--- src/rtl/bcd_rtc_pkg.sv ---
package bcd_rtc_pkg;

   localparam int NFIELD = 6;

   // Field order matches the word index of the time and alarm banks.
   typedef struct packed {
      logic [7:0] year;
      logic [7:0] mon;
      logic [7:0] day;
      logic [7:0] hour;
      logic [7:0] min;
      logic [7:0] sec;
   } cal_t;

   localparam cal_t CAL_INIT = '{year: 8'h00, mon: 8'h01, day: 8'h01,
                                 hour: 8'h00, min: 8'h00, sec: 8'h00};

   typedef enum logic [1:0] {
      LK_SHUT = 2'd0,
      LK_HALF = 2'd1,
      LK_OPEN = 2'd2
   } lock_e;

   localparam logic [7:0] OFS_CTRL = 8'h40;
   localparam logic [7:0] OFS_STAT = 8'h44;
   localparam logic [7:0] OFS_IEN  = 8'h48;
   localparam logic [7:0] OFS_KEYA = 8'h6C;
   localparam logic [7:0] OFS_KEYB = 8'h70;

   localparam logic [31:0] KEYA_VAL = 32'h83E7_0B13;
   localparam logic [31:0] KEYB_VAL = 32'h95A4_F1E0;

   function automatic logic [7:0] bcd_inc(input logic [7:0] v);
      if (v[3:0] >= 4'd9) return {v[7:4] + 4'd1, 4'd0};
      return {v[7:4], v[3:0] + 4'd1};
   endfunction

   function automatic logic leap_year(input logic [7:0] y);
      logic [7:0] b;
      b = 8'(y[7:4]) * 8'd10 + 8'(y[3:0]);
      return (b[1:0] == 2'b00);
   endfunction

   function automatic logic [7:0] month_last(input logic [7:0] m, input logic [7:0] y);
      case (m)
         8'h04, 8'h06, 8'h09, 8'h11: return 8'h30;
         8'h02:                      return leap_year(y) ? 8'h29 : 8'h28;
         default:                    return 8'h31;
      endcase
   endfunction

endpackage

--- src/rtl/bcd_rtc_prescaler.sv ---
module bcd_rtc_prescaler #(
   parameter int TICKS_PER_SEC = 32768
) (
   input  logic clk,
   input  logic rst_n,
   input  logic run,
   input  logic restart,
   output logic busy,
   output logic tick
);
   localparam int CW = (TICKS_PER_SEC > 1) ? $clog2(TICKS_PER_SEC) : 1;
   localparam logic [CW-1:0] LAST = CW'(TICKS_PER_SEC - 1);

   if (TICKS_PER_SEC < 4) begin : g_bad_ticks
      $error("bcd_rtc_prescaler: TICKS_PER_SEC must be at least 4");
   end

   logic [CW-1:0] cnt_q;

   // The update window is the final period of the second; the update lands on its closing edge.
   assign busy = run && (cnt_q == LAST);
   assign tick = busy;

   always_ff @(posedge clk or negedge rst_n) begin
      if (!rst_n)          cnt_q <= '0;
      else if (restart)    cnt_q <= '0;
      else if (run)        cnt_q <= (cnt_q == LAST) ? '0 : cnt_q + 1'b1;
   end

   a_r4_frozen_when_stopped: assert property (@(posedge clk) disable iff (!rst_n)
      (!run && !restart) |=> $stable(cnt_q));

endmodule

--- src/rtl/bcd_rtc_calendar.sv ---
module bcd_rtc_calendar
   import bcd_rtc_pkg::*;
(
   input  logic       clk,
   input  logic       rst_n,
   input  logic       tick,
   input  logic       wr_en,
   input  logic [2:0] wr_idx,
   input  logic [7:0] wr_val,
   output cal_t       now,
   output logic       ev_min,
   output logic       ev_hour,
   output logic       ev_day
);
   cal_t now_q, nxt;
   logic c_min, c_hour, c_day, c_mon, c_year;

   always_comb begin
      nxt    = now_q;
      c_min  = 1'b0;
      c_hour = 1'b0;
      c_day  = 1'b0;
      c_mon  = 1'b0;
      c_year = 1'b0;
      if (tick) begin
         if (now_q.sec == 8'h59) begin nxt.sec = 8'h00; c_min = 1'b1; end
         else                           nxt.sec = bcd_inc(now_q.sec);
         if (c_min) begin
            if (now_q.min == 8'h59) begin nxt.min = 8'h00; c_hour = 1'b1; end
            else                           nxt.min = bcd_inc(now_q.min);
         end
         if (c_hour) begin
            if (now_q.hour == 8'h23) begin nxt.hour = 8'h00; c_day = 1'b1; end
            else                            nxt.hour = bcd_inc(now_q.hour);
         end
         if (c_day) begin
            if (now_q.day >= month_last(now_q.mon, now_q.year)) begin
               nxt.day = 8'h01;
               c_mon   = 1'b1;
            end else begin
               nxt.day = bcd_inc(now_q.day);
            end
         end
         if (c_mon) begin
            if (now_q.mon >= 8'h12) begin nxt.mon = 8'h01; c_year = 1'b1; end
            else                           nxt.mon = bcd_inc(now_q.mon);
         end
         if (c_year) begin
            nxt.year = (now_q.year == 8'h99) ? 8'h00 : bcd_inc(now_q.year);
         end
      end
      // A software write to a field takes that field; the others still follow the tick.
      if (wr_en) begin
         case (wr_idx)
            3'd0:    nxt.sec  = wr_val;
            3'd1:    nxt.min  = wr_val;
            3'd2:    nxt.hour = wr_val;
            3'd3:    nxt.day  = wr_val;
            3'd4:    nxt.mon  = wr_val;
            3'd5:    nxt.year = wr_val;
            default: ;
         endcase
      end
   end

   always_ff @(posedge clk or negedge rst_n) begin
      if (!rst_n) now_q <= CAL_INIT;
      else        now_q <= nxt;
   end

   assign now     = now_q;
   assign ev_min  = c_min;
   assign ev_hour = c_hour;
   assign ev_day  = c_day;

   a_r6_sec_wraps: assert property (@(posedge clk) disable iff (!rst_n)
      (tick && !wr_en && now_q.sec == 8'h59) |=> (now_q.sec == 8'h00));

endmodule

--- src/rtl/bcd_rtc_alarm.sv ---
module bcd_rtc_alarm
   import bcd_rtc_pkg::*;
(
   input  logic       clk,
   input  logic       rst_n,
   input  logic       wr_en,
   input  logic [2:0] wr_idx,
   input  logic [7:0] wr_val,
   input  cal_t       now,
   output cal_t       alarm,
   output logic       match
);
   logic [NFIELD-1:0][7:0] now_a;
   logic [NFIELD-1:0][7:0] al_a;
   logic [NFIELD-1:0]      eq;

   assign now_a = now;

   for (genvar g = 0; g < NFIELD; g++) begin : g_fld
      localparam logic [7:0] RST = (g == 3 || g == 4) ? 8'h01 : 8'h00;
      logic [7:0] fld_q;
      always_ff @(posedge clk or negedge rst_n) begin
         if (!rst_n)                              fld_q <= RST;
         else if (wr_en && wr_idx == 3'(g))       fld_q <= wr_val;
      end
      assign al_a[g] = fld_q;
      assign eq[g]   = (fld_q == now_a[g]);
   end

   assign alarm = al_a;
   assign match = &eq;

endmodule

--- src/rtl/bcd_rtc.sv ---
module bcd_rtc
   import bcd_rtc_pkg::*;
#(
   parameter int TICKS_PER_SEC = 32768,
   parameter int ADDR_W        = 8,
   parameter int DATA_W        = 32
) (
   input  logic              clk,
   input  logic              rst_n,
   input  logic              bus_we,
   input  logic [ADDR_W-1:0] bus_addr,
   input  logic [DATA_W-1:0] bus_wdata,
   output logic [DATA_W-1:0] bus_rdata,
   output logic              irq_timer,
   output logic              irq_alarm
);
   localparam int WI_W = ADDR_W - 2;

   if (ADDR_W < 7) begin : g_bad_aw
      $error("bcd_rtc: ADDR_W must reach the key words");
   end
   if (DATA_W < 32) begin : g_bad_dw
      $error("bcd_rtc: DATA_W must hold a 32-bit key");
   end

   // ---------------- address decode ----------------
   logic [WI_W-1:0] widx;
   logic            aligned, hit_time, hit_alarm, hit_ctrl, hit_stat, hit_ien;
   logic            hit_keya, hit_keyb;

   assign widx      = bus_addr[ADDR_W-1:2];
   assign aligned   = (bus_addr[1:0] == 2'b00);
   assign hit_time  = aligned && (widx < WI_W'(6));
   assign hit_alarm = aligned && (widx >= WI_W'(8)) && (widx < WI_W'(14));
   assign hit_ctrl  = (bus_addr == ADDR_W'(OFS_CTRL));
   assign hit_stat  = (bus_addr == ADDR_W'(OFS_STAT));
   assign hit_ien   = (bus_addr == ADDR_W'(OFS_IEN));
   assign hit_keya  = (bus_addr == ADDR_W'(OFS_KEYA));
   assign hit_keyb  = (bus_addr == ADDR_W'(OFS_KEYB));

   // ---------------- unlock sequencer ----------------
   lock_e lock_q;
   logic  wr_ok;

   always_ff @(posedge clk or negedge rst_n) begin
      if (!rst_n) begin
         lock_q <= LK_SHUT;
      end else if (bus_we && hit_keya) begin
         lock_q <= (bus_wdata == DATA_W'(KEYA_VAL)) ? LK_HALF : LK_SHUT;
      end else if (bus_we && hit_keyb && lock_q == LK_HALF) begin
         lock_q <= (bus_wdata == DATA_W'(KEYB_VAL)) ? LK_OPEN : LK_SHUT;
      end
   end

   assign wr_ok = bus_we && (lock_q == LK_OPEN);

   // ---------------- control and enables ----------------
   logic run_q, ie_alarm_q, ie_timer_q;

   always_ff @(posedge clk or negedge rst_n) begin
      if (!rst_n) begin
         run_q      <= 1'b0;
         ie_alarm_q <= 1'b0;
         ie_timer_q <= 1'b0;
      end else begin
         if (wr_ok && hit_ctrl) run_q <= bus_wdata[0];
         if (wr_ok && hit_ien) begin
            ie_alarm_q <= bus_wdata[3];
            ie_timer_q <= bus_wdata[2];
         end
      end
   end

   // ---------------- counting datapath ----------------
   logic wr_time, wr_alarm, restart, busy, tick;
   logic ev_min, ev_hour, ev_day, match, match_q;
   cal_t now, alarm;

   assign wr_time  = wr_ok && hit_time;
   assign wr_alarm = wr_ok && hit_alarm;
   assign restart  = wr_time && (widx[2:0] == 3'd0);

   bcd_rtc_prescaler #(.TICKS_PER_SEC(TICKS_PER_SEC)) u_presc (
      .clk     (clk),
      .rst_n   (rst_n),
      .run     (run_q),
      .restart (restart),
      .busy    (busy),
      .tick    (tick)
   );

   bcd_rtc_calendar u_cal (
      .clk     (clk),
      .rst_n   (rst_n),
      .tick    (tick),
      .wr_en   (wr_time),
      .wr_idx  (widx[2:0]),
      .wr_val  (bus_wdata[7:0]),
      .now     (now),
      .ev_min  (ev_min),
      .ev_hour (ev_hour),
      .ev_day  (ev_day)
   );

   bcd_rtc_alarm u_alm (
      .clk    (clk),
      .rst_n  (rst_n),
      .wr_en  (wr_alarm),
      .wr_idx (widx[2:0]),
      .wr_val (bus_wdata[7:0]),
      .now    (now),
      .alarm  (alarm),
      .match  (match)
   );

   // ---------------- status flags ----------------
   // ev_q bit order: [5] power-up, [4] alarm, [3] day, [2] hour, [1] minute, [0] second.
   logic [5:0] ev_q, ev_set, ev_clr;

   assign ev_set = {1'b0, match & ~match_q, ev_day, ev_hour, ev_min, tick};
   assign ev_clr = (wr_ok && hit_stat) ? bus_wdata[7:2] : 6'b0;

   always_ff @(posedge clk or negedge rst_n) begin
      if (!rst_n) begin
         ev_q    <= 6'b10_0000;
         match_q <= 1'b1;
      end else begin
         ev_q    <= (ev_q & ~ev_clr) | ev_set;
         match_q <= match;
      end
   end

   assign irq_timer = ev_q[0] & ie_timer_q;
   assign irq_alarm = ev_q[4] & ie_alarm_q;

   // ---------------- read port ----------------
   logic [NFIELD-1:0][7:0] now_a, al_a;
   assign now_a = now;
   assign al_a  = alarm;

   always_comb begin
      bus_rdata = '0;
      if (hit_time)       bus_rdata[7:0] = now_a[widx[2:0]];
      else if (hit_alarm) bus_rdata[7:0] = al_a[widx[2:0]];
      else if (hit_ctrl)  bus_rdata[0]   = run_q;
      else if (hit_stat)  bus_rdata[7:0] = {ev_q, run_q, busy};
      else if (hit_ien)   bus_rdata[3:2] = {ie_alarm_q, ie_timer_q};
   end

   // ---------------- checks ----------------
   a_r2_locked_ctrl_kept: assert property (@(posedge clk) disable iff (!rst_n)
      (lock_q != LK_OPEN && bus_we && hit_ctrl) |=> $stable(run_q));

   a_r3_bad_key_relocks: assert property (@(posedge clk) disable iff (!rst_n)
      (bus_we && hit_keya && bus_wdata != DATA_W'(KEYA_VAL)) |=> (lock_q == LK_SHUT));

   a_r8_update_follows_busy: assert property (@(posedge clk) disable iff (!rst_n)
      !$stable(now.sec) |-> ($past(busy) || $past(wr_time)));

   a_r10_alarm_from_match: assert property (@(posedge clk) disable iff (!rst_n)
      $rose(ev_q[4]) |-> $past(match));

   a_r11_powerup_never_sets: assert property (@(posedge clk) disable iff (!rst_n)
      !$rose(ev_q[5]));

endmodule

--- config.mk ---
export PLATFORM = sky130hd
export DESIGN_NAME = bcd_rtc
export DESIGN_NICKNAME = d
export VERILOG_FILES = /design/src/rtl/bcd_rtc_pkg.sv /design/src/rtl/bcd_rtc_prescaler.sv /design/src/rtl/bcd_rtc_calendar.sv /design/src/rtl/bcd_rtc_alarm.sv /design/src/rtl/bcd_rtc.sv
export SDC_FILE = /design/constraint.sdc
export NUM_CORES = 1
export LEC_CHECK = 0
export BUFFER_PORTS_ARGS = -buffer_cell sky130_fd_sc_hd__buf_2
export CORE_MARGIN = 3
export CORE_UTILIZATION = 35
export DETAILED_ROUTE_END_ITERATION = 10
export SYNTH_ARGS = -nofsm -noshare
export SYNTH_HDL_FRONTEND = slang
export SYNTH_SLANG_ARGS = --single-unit
--- constraint.sdc ---
create_clock -name clk -period 3.97 [get_ports clk]
set_input_delay 0.397 -clock clk [delete_from_list [all_inputs] [get_ports clk]]
set_output_delay 0.397 -clock clk [all_outputs]
set_load 0.1 [all_outputs]
* Word-level counts from Yosys, hierarchy flattened
Cells that the tools add are included.
** Operators by class
- $add $sub $neg :: 14
- $mul :: 1
- Magnitude comparators :: 12
- Equal/unequal tests :: 30
- Mux-type cells :: 94
- Bitwise gates (word level) :: 7
- Reduce and logical (&&, ||, !) cells :: 27
** Operators by type and width (number)
- $mux 8 :: 35
- $mux 48 :: 2
- $eq 32x32->1 const B :: 2
- $eq 8x7->1 const B :: 7
- $add 4x1->4 const B :: 12
- $bmux 8 s3 :: 2
- $eq 8x8->1 :: 6
- $mux 15 :: 3
- $mux 1 :: 42
- $ge 4x4->1 const B :: 6
- $logic_and 1x1->1 :: 20
- $eq 8x3->1 const B :: 2
- $pmux 8 s2 :: 1
- $add 15x1->15 const B :: 1
- $eq 15x15->1 const B :: 1
- $mux 2 :: 6
- $eq 8x2->1 const B :: 1
- $eq 8x4->1 const B :: 1
- $eq 8x5->1 const B :: 1
- $eq 8x6->1 const B :: 1
- $eq 8x8->1 const B :: 1
- $ge 8x5->1 const B :: 1
- $ge 8x8->1 :: 1
- $mux 7 :: 1
- other kinds (23) :: 29
** Storage, ports and cells
- Bits in registers :: 123
- Bits of input ports :: 43

* Longest topological paths before layout
Gate-level depths: netlist of the first run.
- Depth after elaboration :: 23
- Gate-level depth with buffers :: 15

* Modules after synthesis
Synthesis of the first run repeated with hierarchy kept, for this count alone.
** Unflattened totals
- Cell total of the unflattened synthesis :: 879
- Area total of the unflattened synthesis :: 8560.7 sq um
** Modules (own cells, without submodules)
- bcd_rtc_calendar :: instances 1, cells each 408, area an instance 3549.7 sq um, sequential area each 1203.7 sq um
- bcd_rtc_alarm :: instances 1, cells each 172, area an instance 2369.8 sq um, sequential area each 1203.7 sq um
- bcd_rtc :: instances 1, cells each 217, area an instance 1830.5 sq um, sequential area each 302.8 sq um
- bcd_rtc_prescaler :: instances 1, cells each 82, area an instance 810.8 sq um, sequential area each 375.4 sq um

* Least setup slack after synthesis of the first run
Ideal clock, no wire load.
- Path kind :: input to output
- From :: input bus_addr[2]
- To :: output bus_rdata[6]
- Data arrival time :: 2.953 ns
- Data required time :: 3.573 ns
- Path slack :: 0.620 ns
- Cell stages on the path :: 7
- Buffers on the path :: 3
- Cell sequence :: buf_2 buf_1 buf_2 mux2i_1 o211ai_1 a22oi_1 nor2_1
** On the way
- Word-level cells in the longest chain between the ends :: 5
** RTL lines
- from (decl) :: line bcd_rtc.sv:11 : input logic [ADDR_W-1:0] bus_addr,
- $ge 6x4->1 / $eq 8x7->1 (equally long branches) :: line bcd_rtc.sv:34, bcd_rtc.sv:36
- $logic_and 1x1->1 / $mux 4 (equally long branches) :: line bcd_rtc.sv:34, bcd_rtc.sv:146
- $logic_and 1x1->1 / $mux 7 (equally long branches) :: line bcd_rtc.sv:34, bcd_rtc.sv:145
- $mux 8 :: line bcd_rtc.sv:144 : else if (hit_alarm) bus_rdata[7:0] = al_a[widx[2:0]];
- $mux 8 (*) :: line bcd_rtc.sv:143 : if (hit_time) bus_rdata[7:0] = now_a[widx[2:0]];
- to (decl) :: line bcd_rtc.sv:13 : output logic [DATA_W-1:0] bus_rdata,
Every way passes the cells marked *; elsewhere a longest branch is shown, timed or not. The select of a mux whose other input is x is not followed.

==> key figures, run 1 <==
Run status
  • Outcome: finished clean

Clock network
  • Hold Buf Count CTS: 0
  • Clk Latency, worst-skew pair: 0.43 ns
  • Cts repair resizes: 0
  • Sink Count: 123
  • CTS root buf: clkbuf_16
  • Worst-path clk slew: 0.06 ns
  • Clock Path Buffers: 2
  • Post-CTS setup buffer count: 0
  • Number of buffers created by CTS: 17
  • CTS tree: done
  • CTS H-tree depth: 4

Critical path
  • Crit-path leading delay family: compound AO/OA/AOI/OAI gates
  • Worst path cell trace: inv_1 -> ha_1 -> o211ai_1 -> a21oi_1 -> a31oi_1 -> nor3_1 -> a21oi_1 -> ha_1 -> nor4_1 -> a21oi_1 -> a2111o_2 -> and3_2 -> mux2_1 -> o21ai_1
  • Crit. End Element: flip-flop
  • Critical path required time: 4.32 ns
  • Arr. time, crit path: 4.01 ns
  • Critical path's largest stage delay: 0.60 ns
  • Critical Path Stages: 14
  • R2R depth: 14
  • Setup Crit Path Kind: reg -> reg
  • Worst path buffer plus inverter count: 1
  • CP Launch Type: flip-flop
  • Slowest library cell on the worst path: dfstp_2
  • Top cell by count, worst path: a21oi_1
  • CP Max Fanout: 12

STA
  • RSZ-0062 raised after global routing: no
  • Slew @ Worst Pin: 1.03 ns
  • Period utilisation layout: 92.1%
  • Min cycle time layout: 3.65 ns
  • Setup violators final: 0
  • Fin Setup TNS: 0 ns
  • Fin. max-slew vios: 0
  • Fin Clk Skew: 0.00813 ns
  • Final Hold Fails: 0
  • Fmax: 0.274 GHz
  • Relative slew slack: 30.9%

Cells and area
  • N_diodes: 0
  • Layout cells sized above 1: 20.2%
  • FILL cells: 2,322
  • Synth-to-Final Area Change: 13.1%
  • Multi-input gate area: 0.00500 mm2
  • Reg area: 0.00309 mm2
  • NumNets Final: 1,003

Worst hold path
  • Hold WC Path Type: in -> async

Floorplan
  • Starting Density: 35.8%
  • I/O Pins: 77
  • DIE HEIGHT: 161 um
  • Site row count: 56
  • DIE AREA: 0.0261 mm2
  • Core footprint: 0.0236 mm2
  • DIE WIDTH: 161 um

Drt
  • Drt first pass iters: 5
  • Via count: 7,076
  • Via/cell ratio: 5.63
  • Post-DRT Antenna Nets: 0
  • DRC: 0
  • DRT iter0 DRCs: 723
  • Post-Route WL: 26,500 um
  • Wire length per cell: 21.1 um

Global routing
  • M3 GR Usage: 4.00%
  • Met2 usage: 31.4%
  • GRT Total Usage: 20.5%
  • Vias in the first global route: 6,778
  • Gr busiest metal: met2
  • First-pass GRT wire length: 41,000 um
  • Largest net degree at the start of global routing: 71
  • Met1 Usage GRT: 28.5%
  • Initial antenna violation count: 0
  • Total gr overflow: 0

Power and ir drop
  • Pint: 0.00238 W
  • Net Sw Power: 0.000847 W
  • Pwr Density: 338 mW/mm2
  • Switching portion of total power: 26.2%
  • Leakage Power: 4.07 nW
  • Flop pwr share: 38.8%
  • Gate power share: 8.1%
  • Clock Power Share: 53.0%
  • Pwr Total: 0.00323 W
  • Peak VDD IR: 275 uV

Placement
  • Routability Congestion: 0.953
  • Port buffer count: 52
  • Post-DP HPWL: 19,200 um

Logic synthesis
  • Sequential element share of the synthesized area: 36.5%
  • Post-synth cell types: 72
  • Avg Inst Size Synth: 9.54 um2
  • Yosys warning count: 0
  • Post-synth design cell area: 0.00845 mm2
  • Post-synthesis cell count: 886
  • Post-synth top flop: dfrtp_1
  • Asr flop ratio synth: 100%
  • EDFF count, synth: 0
  • Yosys reg bits: 123

Run
  • MaxCap Viol Count: 0
[synthesized netlist by cell type (all sizes together), types with 29 or more instances]
cell type / number / share of area (%)
xor2: 55 / 5.7
clkbuf: 29 / 1.3
a21oi: 41 / 2.4
mux2: 53 / 7.1
o21ai: 53 / 3.1
ha: 36 / 5.3
buf: 36 / 2.9
nand3: 30 / 1.8
nor2: 63 / 2.8
dfrtp: 117 / 35
nand2: 79 / 3.5
[layout make-up]
| cell class | count | share of cell area (%) |
|---|---|---|
| clock buffers | 19 | 4.74 |
| inverters | 28 | 1.10 |
| well taps | 319 | 4.18 |
| flip-flops and latches | 123 | 32.3 |
| multi-input cells | 693 | 52.3 |
| clock inverters | 13 | 1.99 |
| repair buffers | 61 | 3.46 |
[power by group through the flow]
| stage | clock (W) | sequential, W | combinational (W) |
|---|---|---|---|
| after global routing | 0.00178 | 0.00125 | 0.000275 |
| final | 0.00171 | 0.00125 | 0.000262 |
| after floorplan | 0 | 0.00128 | 0.000190 |
| after CTS | 0.00173 | 0.00125 | 0.000262 |
| after global placement | 0 | 0.00128 | 0.000261 |
| after detailed placement | 0 | 0.00128 | 0.000261 |
[cells in the final DEF (no fill, tap or decap), drive strengths merged, types with 5 or more instances in the layout]
| cell | instances |
|---|---|
| dfrtp | 117 |
| nand2 | 79 |
| nor2 | 63 |
| buf | 61 |
| xor2 | 55 |
| mux2 | 53 |
| o21ai | 53 |
| a21oi | 41 |
| ha | 36 |
| nand3 | 30 |
| inv | 29 |
| nor3 | 27 |
| nor4 | 26 |
| conb | 24 |
| mux2i | 23 |
| nand4 | 23 |
| clkbuf | 19 |
| mux4 | 16 |
| o211ai | 14 |
| a31oi | 11 |
| nor2b | 10 |
| or3 | 10 |
| xnor2 | 8 |
| a22oi | 8 |
| o21a | 7 |
| and2 | 7 |
| dfstp | 6 |
| o31ai | 6 |
| and3 | 6 |
| nor4b | 5 |
| a21o | 5 |
| a21boi | 5 |
[stage by stage]
step                      area (um2)  worst slack (ns)  std cells  hold WS [ns]  util [%]
after floorplan                 8540             0.620        909         0.101         -
after global placement          8910             0.288       1224         0.475      37.7
after detailed placement        8910             0.275       1224         0.472      37.7
final                           9560             0.315       1256        0.0810      40.5
after CTS                       9560             0.264       1256         0.139      40.5
after global routing            9560            0.0306       1256         0.178      40.5
[sequential cells by signal (all words and copies together) (netlist names)]
register,count
u_presc.cnt_q,15
ev_q,6
ie_timer_q,1
ie_alarm_q,1
u_cal.now,48
match_q,1
u_alm.g_fld.fld_q,48
run_q,1
lock_q,2
[path summary, 6_finish.rpt]
check | start | to | slack, ns
worst max-delay path | u_cal.now[32]$_DFF_PN1_ | u_cal.now[45]$_DFF_PN0_ | 0.32
worst min-delay path | rst_n | u_cal.now[41]$_DFF_PN0_ | 0.08
worst min register to register | ev_q[1]$_DFF_PN0_ | ev_q[1]$_DFF_PN0_ | 0.49
max in group asynchronous | rst_n | u_alm.g_fld[3].fld_q[0]$_DFFE_PN1P_ | 2.85
worst max register to register | u_cal.now[32]$_DFF_PN1_ | u_cal.now[45]$_DFF_PN0_ | 0.32
min in group clk | bus_wdata[15] | lock_q[0]$_DFFE_PN0P_ | 0.27
[layer usage]
layer	share of wire [%]	up-vias
met2	44	321
met1	45	3416
met5	0	-
met3	6.5	72
met4	3.9	0
li1	-	3267
[logic make-up (layout without fill, tap and decap cells)]
family                     count (synthesis)  after routing  synth area share, %
adders and majority gates                 36             36                 5.33
muxes                                     92             92                 14.0
buffers and inverters                     93            121                 5.46
xor gates and xnor gates                  63             63                 6.53
DFF                                      123            123                 36.5
other                                      1             24               0.0444
and+or+nand+nor                          309            309                 19.7
AOI/OAI and AO/OA                        169            169                 12.4
Power figures use the tool's default switching activity.
==> run 2: changes to the inputs <==
CELL_PAD_IN_SITES_DETAIL_PLACEMENT = 0   (was unset)
CELL_PAD_IN_SITES_GLOBAL_PLACEMENT = 1   (was unset)
PLACE_DENSITY_LB_ADDON = 0.1   (was unset)
==> key figures, run 2 (synthesized netlist as in run 1, its figures left out) <==
Run status
  • Outcome: finished clean

STA
  • Period utilisation layout: 91.6% (-0.44 points)
  • Fin. max-slew vios: 0 (unchanged)
  • Slew @ Worst Pin: 0.875 ns (-0.152 ns)
  • Fin Setup TNS: 0 ns (unchanged)
  • Setup ws final: 0.333 ns (+0.0175 ns)
  • Relative slew slack: 41.1% (+10 points)
  • Min cycle time layout: 3.64 ns (-0.0175 ns)
  • Final Hold Fails: 0 (unchanged)
  • Setup violators final: 0 (unchanged)
  • Fmax: 0.275 GHz (+0.48%)
  • RSZ-0062 raised after global routing: no
  • Fin Clk Skew: 0.0178 ns (+0.00962 ns)

Clock network
  • CTS tree: done
  • Clock Path Buffers: 2 (unchanged)
  • CTS H-tree depth: 4 (unchanged)
  • Post-CTS setup buffer count: 0 (unchanged)
  • Cts repair resizes: 0 (unchanged)
  • Sink Count: 123 (unchanged)
  • Hold Buf Count CTS: 0 (unchanged)
  • CTS root buf: clkbuf_16
  • Number of buffers created by CTS: 17 (unchanged)
  • Worst-path clk slew: 0.07 ns (about the same)
  • Clk Latency, worst-skew pair: 0.43 ns (about the same)

Cells and area
  • N_diodes: 0 (unchanged)
  • NumNets Final: 1,013 (+1.0%)
  • FILL cells: 2,387 (+2.8%)
  • Most frequent cells in the layout: dfrtp_1, nand2_1, nor2_1
  • Commonest non-fill, non-tap cell in the layout: dfrtp_1
  • Layout cells sized above 1: 20.6% (+0.42 points)
  • Finished Layout Cells: 1,266 (+0.80%)
  • Synth-to-Final Area Change: 13.4%

Drt
  • Drt first pass iters: 5 (unchanged)
  • Wire length per cell: 22.9 um (+8.5%)
  • DRT iter0 DRCs: 550 (-24%)
  • Via/cell ratio: 5.53 (-1.8%)
  • DRC: 0 (unchanged)
  • Via count: 7,004 (-1.0%)
  • Post-DRT Antenna Nets: 0 (unchanged)
  • Post-Route WL: 28,900 um (+9.3%)

Critical path
  • CP Max Fanout: 12 (unchanged)
  • Reg-to-reg critical path endpoint: u_cal.now[45]$_DFF_PN0_
  • Critical path required time: 4.33 ns (about the same)
  • CP Launch Type: flip-flop
  • Reg2reg start: u_cal.now[33]$_DFF_PN0_
  • R2r setup slk: 0.33 ns (+0.02 ns)
  • Setup Crit Path Kind: reg -> reg
  • Arr. time, crit path: 4.00 ns (about the same)
  • Crit. End Element: flip-flop
  • R2R depth: 14 (unchanged)

Floorplan
  • I/O Pins: 77 (unchanged)
  • Core footprint: 0.0236 mm2 (unchanged)
  • Site row count: 56 (unchanged)
  • DIE AREA: 0.0261 mm2 (unchanged)
  • Starting Density: 35.8% (unchanged)
  • DIE WIDTH: 161 um (unchanged)
  • DIE HEIGHT: 161 um (unchanged)

Run
  • MaxCap Viol Count: 0 (unchanged)

Global routing
  • First-pass GRT wire length: 43,600 um (+6.4%)
  • Vias in the first global route: 6,851 (+1.1%)
  • GRT Total Usage: 22.3% (+1.8 points)
  • Largest net degree at the start of global routing: 78 (+9.9%)
  • Initial antenna violation count: 0 (unchanged)
  • Total gr overflow: 0 (unchanged)

Worst hold path
  • Hold WC Path Type: in -> async

Power and ir drop
  • Peak VDD IR: 243 uV (-12%)
  • Pwr Density: 326 mW/mm2 (-3.4%)
  • Leakage Power: 4.11 nW (+0.92%)

Placement
  • Placed insts: 1,234 (+0.82%)
  • Port buffer count: 52 (unchanged)
  • Pre-CTS WS: 0.363 ns (+0.0882 ns)
  • Routability Congestion: 0.838 (-12%)
  • Post-DP HPWL: 21,000 um (+9.5%)
[run 2: changes by cell type in the layout (fill, tap and decap cells not counted)]
| cell | delta |
|---|---|
| inv_6 | -2 |
| and3_2 | -1 |
| a2111o_2 | -1 |
| and3_1 | +1 |
| clkbuf_8 | -1 |
| buf_4 | +9 |
| bufinv_16 | -1 |
| clkbuf_1 | +2 |
| a2111o_1 | +1 |
| buf_6 | +1 |
| clkinvlp_4 | -2 |
| clkinv_2 | +4 |
[run 2: worst max path at each step]
| stage | start | to | slack (ns) | cells after the start |
|---|---|---|---|---|
| after floorplan | bus_addr[2] | bus_rdata[6] | 0.62 | 7 |
| final | u_cal.now[33]$_DFF_PN0_ | u_cal.now[45]$_DFF_PN0_ | 0.33 | 14 |
| after detailed placement | u_cal.now[33]$_DFF_PN0_ | u_cal.now[45]$_DFF_PN0_ | 0.36 | 14 |
| after global routing | u_cal.now[33]$_DFF_PN0_ | u_cal.now[45]$_DFF_PN0_ | 0.05 | 14 |
| after CTS | u_cal.now[33]$_DFF_PN0_ | u_cal.now[45]$_DFF_PN0_ | 0.35 | 14 |
| after global placement | u_cal.now[32]$_DFF_PN1_ | u_cal.now[45]$_DFF_PN0_ | 0.37 | 14 |
[run 2: area by class of cell]
cell class / instances / area (um2) / share of cell area (%)
Multi-Input combinational cell: 693 / 4990 / 52.1
Sequential cell: 123 / 3090 / 32.2
Clock buffer: 20 / 447 / 4.66
Timing Repair Buffer: 71 / 409 / 4.27
Tap cell: 319 / 399 / 4.16
Clock inverter: 12 / 148 / 1.54
Inverter: 28 / 105 / 1.10
[run 2: per-stage QoR]
step	util, %	cell area [um2]	hold slack (ns)	total power [W]
finish	40.6	9590	0.00852	0.00313
global route	40.6	9590	0.0549	0.00322
CTS	40.6	9590	0.0457	0.00315
detailed placement	38.1	8990	0.480	0.00154
global placement	38.1	8990	0.469	0.00154
floorplan	-	8540	0.101	0.00147
[run 2: per-layer routing]
layer	up-vias	track usage (%)	wire, um
li1	3284	-	-
met1	3524	32.5	14100
met2	174	34.9	13200
met3	22	3.10	1160
met4	0	5.94	424
met5	-	0	0
[run 2: power breakdown]
| part | total [W] | internal, W | switching [W] |
|---|---|---|---|
| Sequential | 0.00125 | 0.00125 | 0.000000000000000612 |
| Clock | 0.00161 | 0.00100 | 0.000610 |
| Combinational | 0.000265 | 0.0000418 | 0.000223 |
[run 2: critical path, stage by stage, from the launching register on]
cell and delay, ns:
dfrtp_1 0.52, inv_1 0.14, ha_1 0.21, o211ai_1 0.17, a21oi_1 0.09, a31oi_1 0.16
nor3_1 0.08, a21oi_1 0.15, ha_1 0.25, nor4_1 0.29, a21oi_1 0.11, a2111o_1 0.56
and3_1 0.38, mux2_1 0.36, o21ai_1 0.11
